--- src/rtl/fm_pkg.sv ---
package fm_pkg;
  localparam int WORD_W = 32;
  typedef enum logic [1:0] {ST_IDLE, ST_HDR, ST_FRAG, ST_TRL} fm_state_e;
endpackage

--- src/rtl/fm_fifo.sv ---
module fm_fifo #(
  parameter int W     = 8,
  parameter int DEPTH = 4
) (
  input  logic         clk_i,
  input  logic         rst_ni,
  input  logic         push_i,
  input  logic [W-1:0] din_i,
  input  logic         pop_i,
  output logic [W-1:0] dout_o,
  output logic         full_o,
  output logic         empty_o
);
  localparam int AW = (DEPTH > 1) ? $clog2(DEPTH) : 1;
  localparam int CW = $clog2(DEPTH + 1);

  logic [W-1:0]  mem [DEPTH];
  logic [AW-1:0] wp, rp;
  logic [CW-1:0] cnt;
  logic          do_push, do_pop;

  assign full_o  = (cnt == CW'(DEPTH));
  assign empty_o = (cnt == '0);
  assign do_push = push_i & ~full_o;
  assign do_pop  = pop_i & ~empty_o;
  assign dout_o  = mem[rp];

  always_ff @(posedge clk_i or negedge rst_ni) begin
    if (!rst_ni) begin
      wp  <= '0;
      rp  <= '0;
      cnt <= '0;
    end else begin
      if (do_push) wp <= (wp == AW'(DEPTH - 1)) ? '0 : wp + 1'b1;
      if (do_pop)  rp <= (rp == AW'(DEPTH - 1)) ? '0 : rp + 1'b1;
      cnt <= cnt + CW'(do_push) - CW'(do_pop);
    end
  end

  always_ff @(posedge clk_i) begin
    if (do_push) mem[wp] <= din_i;
  end
endmodule

--- src/rtl/fm_in_mux.sv ---
module fm_in_mux #(
  parameter int N     = 3,
  parameter int W     = 32,
  parameter int SEL_W = 2
) (
  input  logic [SEL_W-1:0] sel_i,
  input  logic [N-1:0]     valid_i,
  input  logic [N*W-1:0]   data_i,
  input  logic [N-1:0]     last_i,
  input  logic             rd_en_i,
  output logic             valid_o,
  output logic [W-1:0]     data_o,
  output logic             last_o,
  output logic [N-1:0]     rd_o
);
  always_comb begin
    valid_o = 1'b0;
    data_o  = '0;
    last_o  = 1'b0;
    for (int i = 0; i < N; i++) begin
      if (sel_i == SEL_W'(i)) begin
        valid_o = valid_i[i];
        data_o  = data_i[i*W +: W];
        last_o  = last_i[i];
      end
    end
  end

  for (genvar g = 0; g < N; g++) begin : g_rd
    assign rd_o[g] = rd_en_i && (sel_i == SEL_W'(g));
  end
endmodule

--- src/rtl/frag_merger.sv ---
module frag_merger
  import fm_pkg::*;
#(
  parameter int N_IN    = 3,
  parameter int BUF_W   = 2,
  parameter int TRIG_W  = 8,
  parameter int Q_DEPTH = 4,
  parameter int LIM_W   = 8,
  parameter int CNT_W   = 16
) (
  input  logic                     clk_i,
  input  logic                     rst_ni,
  input  logic                     l1a_valid_i,
  input  logic [BUF_W-1:0]         l1a_buf_i,
  input  logic [TRIG_W-1:0]        l1a_trig_i,
  output logic                     busy_o,
  input  logic [N_IN-1:0]          in_valid_i,
  input  logic [N_IN*WORD_W-1:0]   in_data_i,
  input  logic [N_IN-1:0]          in_last_i,
  output logic [N_IN-1:0]          in_rd_o,
  input  logic [LIM_W-1:0]         word_limit_i,
  output logic                     out_valid_o,
  output logic [WORD_W-1:0]        out_data_o,
  output logic                     out_last_o,
  input  logic                     out_ready_i,
  output logic                     mismatch_o
);
  localparam int SEL_W = (N_IN > 1) ? $clog2(N_IN) : 1;

  fm_state_e          st;
  logic [SEL_W-1:0]   sel;
  logic [LIM_W-1:0]   frag_cnt;
  logic [CNT_W-1:0]   tot_cnt;
  logic               err_mm, err_to, mm_sticky;

  logic [BUF_W-1:0]   acc_buf;
  logic [TRIG_W-1:0]  acc_trig;
  logic               acc_full, acc_empty, trg_full, trg_empty, acc_pop;

  logic               m_valid, m_last, rd_en;
  logic [WORD_W-1:0]  m_data, hdr_w, trl_w;
  logic               mm_w, hit_lim, frag_end, last_sel;

  // Accept queue and trigger-bit queue advance in lock step
  fm_fifo #(.W(BUF_W), .DEPTH(Q_DEPTH)) u_acc_q (
    .clk_i, .rst_ni, .push_i(l1a_valid_i), .din_i(l1a_buf_i), .pop_i(acc_pop),
    .dout_o(acc_buf), .full_o(acc_full), .empty_o(acc_empty)
  );

  fm_fifo #(.W(TRIG_W), .DEPTH(Q_DEPTH)) u_trg_q (
    .clk_i, .rst_ni, .push_i(l1a_valid_i), .din_i(l1a_trig_i), .pop_i(acc_pop),
    .dout_o(acc_trig), .full_o(trg_full), .empty_o(trg_empty)
  );

  fm_in_mux #(.N(N_IN), .W(WORD_W), .SEL_W(SEL_W)) u_mux (
    .sel_i(sel), .valid_i(in_valid_i), .data_i(in_data_i), .last_i(in_last_i),
    .rd_en_i(rd_en), .valid_o(m_valid), .data_o(m_data), .last_o(m_last),
    .rd_o(in_rd_o)
  );

  assign busy_o     = acc_full | trg_full;
  assign mismatch_o = mm_sticky;
  assign acc_pop    = (st == ST_TRL) && out_ready_i;
  assign rd_en      = (st == ST_FRAG) && out_ready_i && m_valid;
  assign mm_w       = (frag_cnt == '0) && (m_data[BUF_W-1:0] != acc_buf);
  assign hit_lim    = ({1'b0, frag_cnt} + (LIM_W+1)'(1)) == {1'b0, word_limit_i};
  assign frag_end   = m_last | hit_lim;
  assign last_sel   = (sel == SEL_W'(N_IN - 1));

  always_comb begin
    hdr_w = '0;
    hdr_w[BUF_W-1:0]   = acc_buf;
    hdr_w[16 +: TRIG_W] = acc_trig;
    trl_w = '0;
    trl_w[CNT_W-1:0] = tot_cnt;
    trl_w[30]        = err_mm;
    trl_w[31]        = err_to;
  end

  always_comb begin
    out_valid_o = 1'b0;
    out_data_o  = '0;
    out_last_o  = 1'b0;
    unique case (st)
      ST_HDR:  begin out_valid_o = 1'b1;    out_data_o = hdr_w; end
      ST_FRAG: begin out_valid_o = m_valid; out_data_o = m_data; end
      ST_TRL:  begin out_valid_o = 1'b1;    out_data_o = trl_w; out_last_o = 1'b1; end
      default: ;
    endcase
  end

  always_ff @(posedge clk_i or negedge rst_ni) begin
    if (!rst_ni) begin
      st       <= ST_IDLE;
      sel      <= '0;
      frag_cnt <= '0;
      tot_cnt  <= '0;
      err_mm   <= 1'b0;
      err_to   <= 1'b0;
    end else begin
      unique case (st)
        ST_IDLE: begin
          sel      <= '0;
          frag_cnt <= '0;
          tot_cnt  <= '0;
          err_mm   <= 1'b0;
          err_to   <= 1'b0;
          if (!acc_empty && !trg_empty) st <= ST_HDR;
        end
        ST_HDR: if (out_ready_i) st <= ST_FRAG;
        ST_FRAG: if (rd_en) begin
          tot_cnt <= tot_cnt + 1'b1;
          if (mm_w) err_mm <= 1'b1;
          if (frag_end) begin
            frag_cnt <= '0;
            if (!m_last) err_to <= 1'b1;
            if (last_sel) st  <= ST_TRL;
            else          sel <= sel + 1'b1;
          end else begin
            frag_cnt <= frag_cnt + 1'b1;
          end
        end
        ST_TRL: if (out_ready_i) st <= ST_IDLE;
        default: st <= ST_IDLE;
      endcase
    end
  end

  always_ff @(posedge clk_i or negedge rst_ni) begin
    if (!rst_ni)              mm_sticky <= 1'b0;
    else if (rd_en && mm_w)   mm_sticky <= 1'b1;
  end
endmodule

--- config.mk ---
export PLATFORM = sky130hd
export DESIGN_NAME = frag_merger
export DESIGN_NICKNAME = d
export VERILOG_FILES = /design/src/rtl/fm_pkg.sv /design/src/rtl/fm_fifo.sv /design/src/rtl/fm_in_mux.sv /design/src/rtl/frag_merger.sv
export SDC_FILE = /design/constraint.sdc
export NUM_CORES = 1
export LEC_CHECK = 0
export BUFFER_PORTS_ARGS = -buffer_cell sky130_fd_sc_hd__clkbuf_2
export CELL_PAD_IN_SITES_DETAIL_PLACEMENT = 0
export CELL_PAD_IN_SITES_GLOBAL_PLACEMENT = 1
export CORE_ASPECT_RATIO = 0.9
export CORE_MARGIN = 5
export CORE_UTILIZATION = 42
export CTS_BUF_LIST = sky130_fd_sc_hd__clkbuf_8
export DETAILED_ROUTE_END_ITERATION = 16
export HOLD_SLACK_MARGIN = 0.03
export PLACE_DENSITY_LB_ADDON = 0.1
export SLEW_MARGIN = 10
export SYNTH_ARGS = -nofsm -noshare
export SYNTH_HDL_FRONTEND = slang
export SYNTH_HIERARCHICAL = 1
export SYNTH_SLANG_ARGS = --single-unit
--- constraint.sdc ---
create_clock -name clk_i -period 3.6 [get_ports clk_i]
set_input_delay 0.72 -clock clk_i [delete_from_list [all_inputs] [get_ports clk_i]]
set_output_delay 0.72 -clock clk_i [all_outputs]
set_load 0.02 [all_outputs]
==> reports/metrics.json <==
{
  "power.combinational.fraction_pct": 51.3,
  "drtAntennaViolNets": 0,
  "grt_antenna_before_repair": 0,
  "num_cts_buffers": 9,
  "initial_util_pct": 43.3,
  "place.gp.congestion": 0.817,
  "timing.critical_path.slowest_stage_cell": "ha_1",
  "worst-r2r-setup-slack_ns": 0.56,
  "power-per-cell-area_nw_per_um2": 671,
  "dp_worst_setup_slack_ns": 0.564,
  "cts_root_buffer": "clkbuf_8",
  "yosys_register_bits": 85,
  "final-max-slew-violation-count": 0,
  "chipHeight_um": 119,
  "instances_no_fill": 818,
  "switching_share_pct": 44.0,
  "boundaryPins": 163,
  "rsz0062_at_grt": "no",
  "synth.cells.most_frequent": "52 x nor2_1, 45 x dfrtp_1, 40 x edfxtp_1",
  "synth_seq_area_share_pct": 42.0,
  "cts.repair.resized": 0,
  "dr_total_vias": 4364,
  "crit_path_cell_trace": "inv_1 > ha_1 > nand3_1 > clkinv_1 > nor3b_1 > clkbuf_2",
  "final_min_period_over_clock_period_pct": 90.1,
  "seq_power_share_pct": 33.2,
  "critPathMaxFanout": 17,
  "vias_per_cell": 5.33,
  "wl_um": 14600,
  "largest_net_degree_at_the_start_of_global_routing": 38,
  "worstSetupPathType": "reg2out",
  "core_um2": 12800,
  "final.min_clock_period_ns": 3.24,
  "power.clock.fraction_pct": 15.4,
  "n_fill_cell": 1215,
  "path_clk_slew_ns": 0.10,
  "worst-path-buf-inv": 3,
  "yosys_most_used_dff": "dfrtp_1",
  "die_area_um2": 15600,
  "drive_above_1_share_pct": 36.4,
  "worst-endpoint-arrival_ns": 2.52,
  "route.detailed.drc": 0,
  "outcome": "finished clean",
  "worstPathRequired_ns": 2.88,
  "cts_setup_buffers": 0,
  "achievable-frequency_mhz": 308,
  "rows": 39,
  "synth.distinct_cells": 70,
  "maximum_root_to_sink_buffer_count": 2,
  "place.detailed.instances": 802,
  "crit_path_start_kind": "flop",
  "yosysTopAreaCell": "edfxtp_1",
  "hp-class": "in2async",
  "worst_path_largest_cell_delay_ns": 0.61,
  "number_of_synthesized_flops_with_an_enable_pin": 40,
  "global_route_wire_length_before_repair_um": 23200,
  "pnr_worst_setup_slack_ns": 0.355,
  "area_growth_pct": 19.9,
  "vdd.ir_drop.worst_v": 0.000341,
  "diodes_inserted": 0,
  "ys_async_sr_fraction_pct": 52.9,
  "syn-mean-instance-area_um2": 11.1,
  "power.static_leakage_nw": 2.87,
  "drv_cap": 0,
  "port_buffers": 162,
  "gr-total-overflow": 0,
  "first_global_vias": 4617,
  "syn-num-nets": 645,
  "warnings_synthesis": 6,
  "wire_per_inst_um": 17.9,
  "dr.first_iter.drc_count": 224,
  "cts.sink_count": 85,
  "final_net_count": 797,
  "worstSkewPairLatency_ns": 0.37,
  "yosysTopAreaCellShare_pct": 21.7,
  "synth_top_area_cells": "edfxtp_1 22%, dfrtp_1 20%, mux2i_1 6.3%",
  "relSlewSlack_pct": 50.9,
  "timing.setup.tns_ns": 0,
  "detailed_place_hpwl_um": 11500,
  "clock-skew-final_ns": 0.00861,
  "finalHoldViolations": 0,
  "clock_tree.htree_level_count": 3,
  "max_slew.worst_pin.slew_ns": 0.737,
  "grt_util_all_layers_pct": 18.6,
  "switchingPower_mw": 1.96,
  "worstSetupEndpointType": "output port",
  "fin_worst_hold_slack_ns": 0.402,
  "setup_viol": 0,
  "p_int_mw": 2.50,
  "timing.critical_path.max_delay_family": "adder cells",
  "syn_area_um2": 5540,
  "drtPass1Iterations": 4,
  "post_synth_inst_count": 497,
  "die-width_um": 131,
  "cts_tree": "done",
  "post_cts_hold_buffer_count": 0,
  "most_repeated_cell_in_the_gate_level_netlist_after_synthesis": "nor2_1"
}
[path summary, 6_finish.rpt]
path | start | to | cells after the start
max in group asynchronous | rst_ni | u_trg_q/cnt[1] | 2
min in group clk_i | mismatch_o | mismatch_o | 1
setup reg to reg | st[0] | tot_cnt[15] | 10
hold / removal | rst_ni | tot_cnt[15] | 1
setup / recovery | st[0] | in_rd_o[0] | 6
hold reg to reg | mismatch_o | mismatch_o | 1
[cell families after synthesis]
kind of cell / Yosys count / synth area share, %
buffers and inverters: 55 / 5.20
muxes: 52 / 12.0
xor gates and xnor gates: 24 / 3.80
AOI/OAI and AO/OA: 105 / 15.9
and+or+nand+nor: 152 / 15.4
DFF: 85 / 42.0
adders and majority gates: 24 / 5.70
[through the flow]
step	power, mW	utilization, %	area (um2)
floorplan	3.15	-	5540
global placement	3.77	50.3	6430
detailed placement	3.82	50.3	6430
CTS	4.52	51.9	6640
global route	4.81	51.9	6640
finish	4.45	51.9	6640
[flip-flops by register name, summed over array words and instances, names as in the netlist, 2 cells and up]
register	cells
u_trg_q/wp	2
u_trg_q/cnt	3
sel	2
u_trg_q/mem	32
frag_cnt	8
u_acc_q/wp	2
u_acc_q/cnt	3
st	2
u_acc_q/mem	8
u_acc_q/rp	2
u_trg_q/rp	2
tot_cnt	16
[routing by layer]
layer,vias up,global-route usage (%),share of wire [%]
li1,2138,-,-
met1,2127,24.7,43
met2,91,31.8,50
met3,8,3.89,6.0
met4,0,3.21,0.64
met5,-,0,0
[power groups by stage]
stage | Combinational (mW) | Clock, mW | Sequential (mW)
finish | 2.29 | 0.686 | 1.48
global route | 2.55 | 0.742 | 1.51
CTS | 2.32 | 0.707 | 1.49
detailed placement | 2.32 | 0 | 1.51
global placement | 2.28 | 0 | 1.49
floorplan | 1.74 | 0 | 1.41
[placed cells by master, fill, tap and decap left out, types with 5 or more instances in the layout]
master and instances:
dfrtp_1 44, inv_1 22, buf_4 11, xor2_1 15, a21oi_1 7, xnor2_1 9, nand3_1 9, clkbuf_8 9
nor2_1 52, o2bb2ai_2 10, a31oi_1 5, nand4_1 6, edfxtp_1 40, mux4_2 10, o21ai_0 13, ha_1 22
nor3_1 7, a22oi_1 26, mux2i_1 35, clkbuf_2 162, o2bb2ai_1 24, and2_1 14, nand2_1 23
[layout make-up]
type	instances	area [um2]	area share, %
clock buffer	9	124	1.87
timing repair buffer	173	893	13.5
sequential	85	2330	35.1
clock inverter	7	78.8	1.19
tap	164	205	3.09
inverter	23	86.3	1.30
multi-input combinational	357	2920	44.0
No activity file was read; power rests on OpenSTA's default activity.
